File: src/rtl/ulb_pkg.sv
package ulb_pkg;

   typedef enum logic [1:0] {
      TR_IDLE   = 2'b00,
      TR_BUSY   = 2'b01,
      TR_NONSEQ = 2'b10,
      TR_SEQ    = 2'b11
   } trans_e;

   localparam logic [2:0] BURST_INCR = 3'b001;

   localparam int CODE_UNLIMITED = 0;
   localparam int CODE_SINGLE    = 1;

endpackage

File: src/rtl/ulb_cfg_bank.sv
module ulb_cfg_bank #(
   parameter int NUM_MST = 13,
   parameter int CODE_W  = 3,
   parameter int DATA_W  = 32,
   parameter int RAW     = 6
) (
   input  logic                      clk,
   input  logic                      rst_n,
   input  logic                      wr_en_i,
   input  logic [RAW-1:0]            addr_i,
   input  logic [CODE_W-1:0]         wfield_i,
   input  logic                      wprot_i,
   output logic [DATA_W-1:0]         rdata_o,
   output logic [NUM_MST*CODE_W-1:0] codes_o
);
   localparam int IDX_W = RAW - 2;

   if (NUM_MST < 2) begin : g_chk_num
      $error("ulb_cfg_bank: NUM_MST must be at least 2");
   end
   if (NUM_MST * 4 > (1 << RAW)) begin : g_chk_raw
      $error("ulb_cfg_bank: RAW too small for the register count");
   end
   if (CODE_W >= DATA_W) begin : g_chk_code
      $error("ulb_cfg_bank: CODE_W must be narrower than DATA_W");
   end

   logic [IDX_W-1:0]  idx;
   logic              aligned;
   logic              in_range;
   logic              wr_ok;
   logic [CODE_W-1:0] codes_q [NUM_MST];

   assign idx      = addr_i[RAW-1:2];
   assign aligned  = (addr_i[1:0] == 2'b00);
   assign in_range = ({1'b0, idx} < (IDX_W+1)'(NUM_MST));
   assign wr_ok    = wr_en_i && !wprot_i && aligned && in_range;

   for (genvar g = 0; g < NUM_MST; g++) begin : g_reg
      logic sel;
      assign sel = wr_ok && (idx == IDX_W'(g));
      always_ff @(posedge clk or negedge rst_n) begin
         if (!rst_n) begin
            codes_q[g] <= '0;
         end else if (sel) begin
            codes_q[g] <= wfield_i;
         end
      end
      assign codes_o[g*CODE_W +: CODE_W] = codes_q[g];
   end

   always_comb begin
      rdata_o = '0;
      for (int i = 0; i < NUM_MST; i++) begin
         if (aligned && in_range && (idx == IDX_W'(i))) begin
            rdata_o[CODE_W-1:0] = codes_q[i];
         end
      end
   end

   // protect holds every register still
   p_protect_freeze_r3 : assert property (@(posedge clk) disable iff (!rst_n)
      wprot_i |=> $stable(codes_o));

   // bits above the field always read zero
   p_upper_zero_r2 : assert property (@(posedge clk) disable iff (!rst_n)
      rdata_o[DATA_W-1:CODE_W] == '0);

   // a misaligned address leaves the bank untouched
   p_misaligned_ignored_r2 : assert property (@(posedge clk) disable iff (!rst_n)
      (wr_en_i && !aligned) |=> $stable(codes_o));

endmodule

File: src/rtl/ulb_boundary_det.sv
module ulb_boundary_det #(
   parameter int ADDR_W  = 32,
   parameter int BND_LG2 = 10,
   parameter int SIZE_W  = 3
) (
   input  logic [ADDR_W-1:0] addr_i,
   input  logic [SIZE_W-1:0] size_i,
   output logic              last_before_o
);
   localparam int MAX_BEAT_LG2 = (1 << SIZE_W) - 1;

   if (BND_LG2 >= ADDR_W) begin : g_chk_bnd
      $error("ulb_boundary_det: boundary must lie inside the address");
   end
   if (MAX_BEAT_LG2 > BND_LG2) begin : g_chk_beat
      $error("ulb_boundary_det: widest beat exceeds the boundary size");
   end

   logic [ADDR_W-1:0] step;
   logic [ADDR_W-1:0] nxt_addr;

   assign step          = ADDR_W'(1) << size_i;
   assign nxt_addr      = addr_i + step;
   // next beat sits in another line: the current beat is the last one before it
   assign last_before_o = |((nxt_addr ^ addr_i) >> BND_LG2);

endmodule

File: src/rtl/ulb_chunk_ctrl.sv
module ulb_chunk_ctrl #(
   parameter int CODE_W = 3
) (
   input  logic              clk,
   input  logic              rst_n,
   input  logic              beat_any_i,
   input  logic              beat_start_i,
   input  logic              beat_incr_i,
   input  logic [CODE_W-1:0] code_i,
   input  logic              bnd_i,
   input  logic              slot_i,
   output logic              strobe_o
);
   localparam int CNT_W = 1 << CODE_W;

   if (CODE_W < 1 || CODE_W > 5) begin : g_chk_code
      $error("ulb_chunk_ctrl: CODE_W out of supported range");
   end

   function automatic logic [CNT_W-1:0] chunk_len(input logic [CODE_W-1:0] c);
      if (c == CODE_W'(ulb_pkg::CODE_SINGLE)) begin
         return CNT_W'(1);
      end
      return CNT_W'(1) << c;
   endfunction

   logic [CODE_W-1:0] code_q;
   logic [CODE_W-1:0] eff_code;
   logic [CNT_W-1:0]  cnt_q;
   logic [CNT_W-1:0]  cnt_inc;
   logic [CNT_W-1:0]  cnt_d;
   logic [CNT_W-1:0]  lim;
   logic              unlimited;
   logic              hit;
   logic              fire;
   logic              strobe_q;

   assign eff_code  = beat_start_i ? code_i : code_q;
   assign unlimited = (eff_code == CODE_W'(ulb_pkg::CODE_UNLIMITED));
   assign lim       = chunk_len(eff_code);

   always_comb begin
      if (unlimited) begin
         cnt_inc = '0;
      end else if (beat_start_i) begin
         cnt_inc = CNT_W'(1);
      end else begin
         cnt_inc = cnt_q + CNT_W'(1);
      end
   end

   assign hit  = beat_incr_i && (bnd_i || (!unlimited && (cnt_inc == lim)));
   assign fire = slot_i || hit;

   always_comb begin
      if (slot_i) begin
         cnt_d = '0;
      end else if (beat_incr_i) begin
         cnt_d = hit ? '0 : cnt_inc;
      end else if (beat_start_i) begin
         cnt_d = '0;
      end else begin
         cnt_d = cnt_q;
      end
   end

   always_ff @(posedge clk or negedge rst_n) begin
      if (!rst_n) begin
         code_q   <= '0;
         cnt_q    <= '0;
         strobe_q <= 1'b0;
      end else begin
         if (beat_start_i) begin
            code_q <= code_i;
         end
         cnt_q    <= cnt_d;
         strobe_q <= fire;
      end
   end

   assign strobe_o = strobe_q;

   // slot limit always produces a strobe
   p_slot_forces_r10 : assert property (@(posedge clk) disable iff (!rst_n)
      slot_i |=> strobe_o);

   // slot limit leaves the count empty
   p_slot_clears_r10 : assert property (@(posedge clk) disable iff (!rst_n)
      slot_i |=> (cnt_q == '0));

   // single mode cuts after every counted beat
   p_single_each_r5 : assert property (@(posedge clk) disable iff (!rst_n)
      (beat_incr_i && (eff_code == CODE_W'(ulb_pkg::CODE_SINGLE))) |=> strobe_o);

   // non-incrementing beats never cut on their own
   p_fixed_quiet_r8 : assert property (@(posedge clk) disable iff (!rst_n)
      (beat_any_i && !beat_incr_i && !slot_i) |=> !strobe_o);

   // unlimited mode is quiet away from boundary and slot limit
   p_unlimited_quiet_r4 : assert property (@(posedge clk) disable iff (!rst_n)
      (beat_incr_i && unlimited && !bnd_i && !slot_i) |=> !strobe_o);

   // the held count never reaches the chunk length
   p_cnt_below_limit_r6 : assert property (@(posedge clk) disable iff (!rst_n)
      (code_q != '0) |-> (cnt_q < chunk_len(code_q)));

   // idle, busy and wait cycles leave the count alone
   p_no_beat_hold_r8 : assert property (@(posedge clk) disable iff (!rst_n)
      (!beat_any_i && !slot_i) |=> $stable(cnt_q));

endmodule

File: src/rtl/incr_burst_breaker.sv
module incr_burst_breaker #(
   parameter int NUM_MST = 13,
   parameter int CODE_W  = 3,
   parameter int DATA_W  = 32,
   parameter int ADDR_W  = 32,
   parameter int SIZE_W  = 3,
   parameter int BND_LG2 = 10,
   localparam int RAW    = $clog2(NUM_MST * 4),
   localparam int MID_W  = $clog2(NUM_MST)
) (
   input  logic              clk,
   input  logic              rst_n,
   input  logic              cfg_wr_en,
   input  logic [RAW-1:0]    cfg_addr,
   input  logic [CODE_W-1:0] cfg_wfield,
   input  logic              cfg_wprot,
   output logic [DATA_W-1:0] cfg_rdata,
   input  logic [MID_W-1:0]  mst_id,
   input  logic [1:0]        htrans,
   input  logic [2:0]        hburst,
   input  logic [ADDR_W-1:0] haddr,
   input  logic [SIZE_W-1:0] hsize,
   input  logic              hready,
   input  logic              slot_limit_reached,
   output logic              rearb_ok
);
   import ulb_pkg::*;

   logic [NUM_MST*CODE_W-1:0] codes;
   logic [CODE_W-1:0]         sel_code;
   logic                      beat_any;
   logic                      beat_start;
   logic                      beat_incr;
   logic                      bnd_last;

   ulb_cfg_bank #(
      .NUM_MST (NUM_MST),
      .CODE_W  (CODE_W),
      .DATA_W  (DATA_W),
      .RAW     (RAW)
   ) u_bank (
      .clk      (clk),
      .rst_n    (rst_n),
      .wr_en_i  (cfg_wr_en),
      .addr_i   (cfg_addr),
      .wfield_i (cfg_wfield),
      .wprot_i  (cfg_wprot),
      .rdata_o  (cfg_rdata),
      .codes_o  (codes)
   );

   always_comb begin
      sel_code = '0;
      for (int i = 0; i < NUM_MST; i++) begin
         if (mst_id == MID_W'(i)) begin
            sel_code = codes[i*CODE_W +: CODE_W];
         end
      end
   end

   assign beat_any   = hready && htrans[1];
   assign beat_start = beat_any && (htrans == TR_NONSEQ);
   assign beat_incr  = beat_any && (hburst == BURST_INCR);

   ulb_boundary_det #(
      .ADDR_W  (ADDR_W),
      .BND_LG2 (BND_LG2),
      .SIZE_W  (SIZE_W)
   ) u_bnd (
      .addr_i        (haddr),
      .size_i        (hsize),
      .last_before_o (bnd_last)
   );

   ulb_chunk_ctrl #(
      .CODE_W (CODE_W)
   ) u_ctrl (
      .clk          (clk),
      .rst_n        (rst_n),
      .beat_any_i   (beat_any),
      .beat_start_i (beat_start),
      .beat_incr_i  (beat_incr),
      .code_i       (sel_code),
      .bnd_i        (bnd_last),
      .slot_i       (slot_limit_reached),
      .strobe_o     (rearb_ok)
   );

   // a counted beat that closes a 1-Kbyte line always cuts
   p_boundary_cut_r7 : assert property (@(posedge clk) disable iff (!rst_n)
      (beat_incr && bnd_last) |=> rearb_ok);

   // no strobe without a beat or a slot request the cycle before
   p_strobe_has_cause_r1 : assert property (@(posedge clk) disable iff (!rst_n)
      (!beat_incr && !slot_limit_reached) |=> !rearb_ok);

endmodule

File: config.mk
export PLATFORM = sky130hd
export DESIGN_NAME = incr_burst_breaker
export DESIGN_NICKNAME = d
export VERILOG_FILES = /design/src/rtl/ulb_pkg.sv /design/src/rtl/ulb_cfg_bank.sv /design/src/rtl/ulb_boundary_det.sv /design/src/rtl/ulb_chunk_ctrl.sv /design/src/rtl/incr_burst_breaker.sv
export SDC_FILE = /design/constraint.sdc
export NUM_CORES = 1
export LEC_CHECK = 0
export ABC_AREA = 1
export BUFFER_PORTS_ARGS = -buffer_cell sky130_fd_sc_hd__buf_2
export CAP_MARGIN = 30
export CORE_UTILIZATION = 33
export CTS_CLUSTER_SIZE = 16
export DETAILED_ROUTE_END_ITERATION = 10
export PLACE_DENSITY = 0.6
export SYNTH_ARGS = -nofsm -noshare
export SYNTH_HDL_FRONTEND = slang
export SYNTH_HIERARCHICAL = 1
export SYNTH_SLANG_ARGS = --single-unit
File: constraint.sdc
create_clock -name clk -period 1.92 [get_ports clk]
set_input_delay 0.192 -clock clk [delete_from_list [all_inputs] [get_ports clk]]
set_output_delay 0.192 -clock clk [all_outputs]
set_load 0.03 [all_outputs]
### Word-level counts from Yosys, hierarchy flattened

Cells that the tools add are included.

| cells by class | value |
|---|---|
| $add $sub $neg | 2 |
| eq/ne operators | 28 |
| $mul | 0 |
| shift-type cells | 2 |
| div/mod/pow operators | 0 |
| bitwise gates (word level) | 1 |
| magnitude comparators | 1 |
| reduce and logical (&&, ||, !) cells | 45 |
| multiplexer cells | 36 |

Operators by type and width:

| operator | number |
|---|---|
| 2-to-1 mux 3 bit | 27 |
| 2-to-1 mux 8 bit | 8 |
| == test 4 bit, second input constant | 10 |
| logical AND 1 bit | 35 |
| adder 32 bit | 1 |
| == test 4 x 3 -> 1 bit, second input constant | 8 |
| << shifter 1 x 3 -> 32 bit, first input constant | 1 |
| XOR 32 bit | 1 |
| OR reduction 22 bit | 1 |
| == test 4 x 2 -> 1 bit, second input constant | 4 |
| adder 8 x 1 -> 8 bit, second input constant | 1 |
| == test 4 x 1 -> 1 bit, second input constant | 2 |
| == test 8 bit | 1 |
| logical NOT 4 bit | 2 |
| << shifter 1 x 3 -> 8 bit, first input constant | 1 |
| == test 3 x 1 -> 1 bit, second input constant | 2 |
| less-than comparator 4 bit, second input constant | 1 |
| logical NOT 3 bit | 1 |
| nonzero test 3 bit | 1 |
| == test 2 bit, second input constant | 1 |
| logical NOT 1 bit | 2 |
| logical NOT 2 bit | 1 |
| logical OR 1 bit | 2 |
| 2-to-1 mux 1 bit | 1 |

| storage, ports and cells | value |
|---|---|
| word-level logic and storage cells | 131 |
| bits in read-only memories | 0 |
| bits of input ports | 59 |
| register bits after elaboration | 51 |
| bits in latches | 0 |
| memories | 0 |
| output and inout bits | 33 |
| RAM bits | 0 |

### Depth between registers and ports, before layout

| depth | value |
|---|---|
| depth in word-level cells | 25 |
| depth in mapped cells | 24 |
| depth with buffers taken out | 24 |

### Modules after synthesis

The synthesis kept the hierarchy.

By module, submodules not included:

| module | area an instance (um^2) | cells each | sequential area each (um^2) | times used |
|---|---|---|---|---|
| ulb_cfg_bank | 2,124.5 | 285 | 975.9 | 1 |
| ulb_chunk_ctrl | 1,074.8 | 162 | 300.3 | 1 |
| incr_burst_breaker | 478.0 | 102 | 0.0 | 1 |
| ulb_boundary_det | 251.5 | 45 | 0.0 | 1 |

### Least setup slack after synthesis

OpenSTA, ideal clock, no wires.

| timing | value |
|---|---|
| kind | reg2reg |
| start point | register u_bank.codes_q, in the netlist u_bank/codes_o[2] |
| end point | register u_ctrl.cnt_q[1] |
| arrival | 1,896 ps |
| path slack | -93 ps |
| data required time | 1,803 ps |
| cell stages (with the launch flop) | 20 |
| period minus slack after synthesis | 2,013 ps |
| path through | dfrtp_1 > nand3_1 > nand2_1 > nor2_1 > nand3_1 > nand2_1 > nand4_1 > nand2_1 > nand4_1 > inv_1 > nand2_1 > nand2_1 > nand3_4 > buf_8 > nand3_1 > nand3_2 > nor2_4 > nand3_4 > nand3_1 > nand2_1 |

| between the ends | value |
|---|---|
| longest elaborated chain between the ends | 24 |
| elaborated cells between the ends (all ways) | 28 |
| those cells by class | 2 x eq/ne; 1 x shift; 20 x mux; 5 x reduce/logical |

RTL lines:

| element | RTL line | text |
|---|---|---|
| start, declared | ulb_cfg_bank.sv:32 | `logic [CODE_W-1:0] codes_q [NUM_MST];` |
| start signal, assigned by index | ulb_cfg_bank.sv:46 | `codes_q[g] <= wfield_i;` |
| 2-to-1 mux 3 bit (*) (13 in series) | incr_burst_breaker.sv:55 | `if (mst_id == MID_W'(i)) begin` |
| via sel_code[2] | incr_burst_breaker.sv:30 | `logic [CODE_W-1:0] sel_code;` |
| 2-to-1 mux 3 bit (*) | -- |  |
| == test 3 x 1 -> 1 bit | ulb_chunk_ctrl.sv:21 | `if (c == CODE_W'(ulb_pkg::CODE_SINGLE)) begin` |
| 2-to-1 mux 1 bit | ulb_chunk_ctrl.sv:21 |  |
| 2-to-1 mux 8 bit | ulb_chunk_ctrl.sv:24 | `return CNT_W'(1) << c;` |
| == test 8 bit | ulb_chunk_ctrl.sv:52 | `assign hit = beat_incr_i && (bnd_i \|\| (!unlimited && (cnt_inc == lim)));` |
| logical AND 1 bit | ulb_chunk_ctrl.sv:52 |  |
| logical OR 1 bit | ulb_chunk_ctrl.sv:52 |  |
| logical AND 1 bit | ulb_chunk_ctrl.sv:52 |  |
| 2-to-1 mux 8 bit (*) | ulb_chunk_ctrl.sv:59 | `cnt_d = hit ? '0 : cnt_inc;` |
| 2-to-1 mux 8 bit (*) | ulb_chunk_ctrl.sv:58 | `end else if (beat_incr_i) begin` |
| 2-to-1 mux 8 bit (*) | ulb_chunk_ctrl.sv:56 | `if (slot_i) begin` |
| end signal, assigned | ulb_chunk_ctrl.sv:76 | `cnt_q <= cnt_d;` |
| end, declared | ulb_chunk_ctrl.sv:29 | `logic [CNT_W-1:0] cnt_q;` |

The timed path passes the listed nets; every way through them passes the cells marked *.
A chain may end at the register's enable or synchronous reset.

### Final worst setup path

| timing | value |
|---|---|
| start point | register u_bank.codes_q, in the netlist u_bank/codes_o[4] |
| end point | register u_ctrl.cnt_q[6] |

| between the ends | value |
|---|---|
| longest elaborated chain between the ends | 23 |
| elaborated cells between the ends (all ways) | 27 |
| those cells by class | 2 x eq/ne; 1 x shift; 19 x mux; 5 x reduce/logical |

RTL lines:

| element | RTL line | text |
|---|---|---|
| 2-to-1 mux 3 bit (*) (12 in series) | incr_burst_breaker.sv:55 |  |
| via sel_code[1] | incr_burst_breaker.sv:30 |  |
| 2-to-1 mux 3 bit (*) | -- |  |
| via u_ctrl.eff_code[1] | ulb_chunk_ctrl.sv:28 | `logic [CODE_W-1:0] eff_code;` |
| == test 3 x 1 -> 1 bit | ulb_chunk_ctrl.sv:21 |  |
| 2-to-1 mux 1 bit | ulb_chunk_ctrl.sv:21 |  |
| 2-to-1 mux 8 bit | ulb_chunk_ctrl.sv:24 |  |
| == test 8 bit | ulb_chunk_ctrl.sv:52 |  |
| logical AND 1 bit | ulb_chunk_ctrl.sv:52 |  |
| logical OR 1 bit | ulb_chunk_ctrl.sv:52 |  |
| logical AND 1 bit | ulb_chunk_ctrl.sv:52 |  |
| 2-to-1 mux 8 bit (*) | ulb_chunk_ctrl.sv:59 |  |
| 2-to-1 mux 8 bit (*) | ulb_chunk_ctrl.sv:58 |  |
| 2-to-1 mux 8 bit (*) | ulb_chunk_ctrl.sv:56 |  |

Marks and branches as above.

==> flow_summary.toml <==
[critical_path]
r2r.worst_path.cells = 19
reg2reg_slack_ps = -400
critical_path_class = "reg -> reg"
crit_path_end_kind = "register"
start_kind = "register"
r2r-end = "u_ctrl/cnt_q[6]$_DFFE_PN0P_"
crit_required_ps = 2110
path_max_fanout = 5
r2r-start = "u_bank/codes_o[4]$_DFFE_PN0P_"
worstPathArrival_ps = 2510

[clocking]
cts_max_level = 2
cts_tree = "built"
clock-sinks = 51
clockBufferDepth = 2
clk_pin_slew_ps = 70
cts-root-buf = "clkbuf_16"
cts_buffers = 5
clock_latency_ps = 290

[sta]
fin_crit_ps = 2320
setup_viol = 11
tightest_slew_ps = 539
finalWorstSetupSlack_ps = -398
max_slew_margin = 0.640
rsz0062_at_grt = "yes"
fin_crit_sh = 1.21
final-hold-violation-count = 0
slew_viol_final = 0
clock-skew-final_ps = 7.28
fmax_ghz = 0.431

[pwr]
switching_share = 0.326
power_switching_mw = 0.938
power_frac_seq = 0.416
p_clk_frac = 0.310
intPower_mw = 1.94
p_leak_nw = 2.55
peakVddDrop_mv = 0.396
powerDensity_mw_per_mm2 = 563
p_comb_frac = 0.275
total_power_mw = 2.87

[flow_run]
cap_viol_max_count = 0

[die]
fp.dieW_um = 111
num_rows = 39
initial_core_util = 0.341
ios = 92
die_y_um = 111
dieArea_mm2 = 0.0123
core_area_mm2 = 0.0115

[hold_path]
hold_path.startpoint = "slot_limit_reached"
whs_path_depth = 3
hold_path.class = "in -> reg"
worstHoldEndpoint = "u_ctrl/strobe_o$_DFF_PN0_"

[place]
dp_worst_setup_slack_ps = -495
gp_congestion = 0.885
hpwl_um = 7910
port-buffer-count = 40
dpl.cell_count = 834

[finish]
n_antenna_cell = 0
stdcell_count = 849
nets = 772
drive_above_1_share = 0.297
nFillCells = 1190
area_delta_synth_final_pct = 30.2

[status]
status = "finished with violations"
violations = "DRC, setup timing"

[drt]
drt_pass1_iterations = 10
routedWlPerCell_um = 12.4
wirelength_um = 10500
dr_total_vias = 3994
viasPerCell = 4.70
ant_nets = 0
drc_errors = 20
drtIter0Drc = 252

[grt]
grt_pass1_wl_um = 16900
grt_pass1_vias = 3661
track_usage = 0.168
antenna_found_initial = 0
grt-ovfl-total = 0
grt_max_degree = 31

[yosys]
synthCells = 593
netlist_area_mm2 = 0.00393
synth_area_per_cell_um2 = 6.62
yosys_warnings = 6
==> worst max-delay path: stages, from the launching register on <==
cell and delay, ps:
dfrtp_1 400, nand3_1 100, nand2_2 50, nor2_2 100, nand4_1 90, nand2_1 100
nand3_2 70, nand2_1 80, nand4_2 90, buf_4 150, nand2_1 90, nand2_4 90
nand3_4 100, inv_1 50, nand2_2 60, nand3_2 90, nor2_4 170, nand3_2 160
nand3_1 100, nand2_1 50
==> area by class of cell <==
| class | instances | area (um^2) | share of cell area |
|---|---|---|---|
| tap | 143 | 179 | 0.0350 |
| multi-input combinational | 463 | 2420 | 0.473 |
| timing repair buffer | 112 | 816 | 0.160 |
| inverter | 72 | 275 | 0.0539 |
| clock buffer | 5 | 125 | 0.0245 |
| clock inverter | 3 | 18.8 | 0.00367 |
| sequential | 51 | 1280 | 0.250 |
==> power groups by stage <==
stage / Combinational, mW / Clock [mW] / Sequential (mW)
2_1_floorplan: 0.461 / 0 / 1.21
3_3_place_gp: 0.687 / 0 / 1.21
3_5_place_dp: 0.698 / 0 / 1.21
4_1_cts: 0.723 / 0.911 / 1.19
5_1_grt: 0.868 / 0.954 / 1.20
6_report: 0.789 / 0.890 / 1.20
==> placed cells by master (no fill, tap or decap), types with 2 or more instances in the layout <==
cell type / n
nor3_2: 2
buf_12: 2
dfrtp_1: 51
a21oi_2: 2
nor2_2: 13
nand3_2: 22
nand2_1: 183
nand2_4: 9
inv_1: 63
nand4_1: 18
nor3_1: 11
nand3_1: 27
clkinv_2: 2
buf_4: 63
nor2_1: 50
nand2_2: 19
buf_2: 36
o21ai_0: 43
o21bai_1: 2
inv_6: 2
buf_6: 10
a21oi_1: 6
nand3_4: 3
inv_2: 8
clkbuf_16: 5
nor2_4: 7
conb_1: 29
ha_1: 8
==> worst max-delay path by stage <==
stage	slack [ps]	endpoint	startpoint
floorplan	-10	u_ctrl/cnt_q[1]$_DFFE_PN0P_	u_bank/codes_o[2]$_DFFE_PN0P_
global placement	-470	u_ctrl/cnt_q[4]$_DFFE_PN0P_	mst_id[3]
detailed placement	-500	u_ctrl/cnt_q[7]$_DFFE_PN0P_	mst_id[3]
CTS	-300	u_ctrl/cnt_q[7]$_DFFE_PN0P_	u_bank/codes_o[1]$_DFFE_PN0P_
global route	-610	u_ctrl/cnt_q[6]$_DFFE_PN0P_	u_bank/codes_o[4]$_DFFE_PN0P_
finish	-400	u_ctrl/cnt_q[6]$_DFFE_PN0P_	u_bank/codes_o[4]$_DFFE_PN0P_
==> layer usage <==
layer	GRT usage	wire length (um)
met2	0.293	5050
met3	0.0235	478
met5	0	0
met4	0.0450	144
met1	0.219	4850
==> metrics by stage <==
| step | setup TNS, ps | cell area (um^2) | hold WS [ps] | util |
|---|---|---|---|---|
| floorplan | -101 | 4060 | -104 | - |
| global placement | -4540 | 4670 | 201 | 0.406 |
| detailed placement | -4900 | 4670 | 198 | 0.406 |
| CTS | -2650 | 4900 | 186 | 0.426 |
| global route | -5720 | 5110 | 208 | 0.444 |
| finish | -3480 | 5110 | 192 | 0.444 |
==> registers in the layout (all words and copies together), names as in the netlist <==
name and flops:
u_ctrl/strobe_o 1, u_ctrl/cnt_q 8, u_ctrl/code_q 3, u_bank/codes_o 39
==> timing repair <==
item	in CTS	in global routing
buffers inserted	1	5
resized for setup	19	46
cloned	0	1
endpoints found under the setup margin	12	12
endpoints found under the hold margin	21	0
hold buffers	1	0
pin swaps	3	31
No activity file was read; power rests on OpenSTA's default activity.
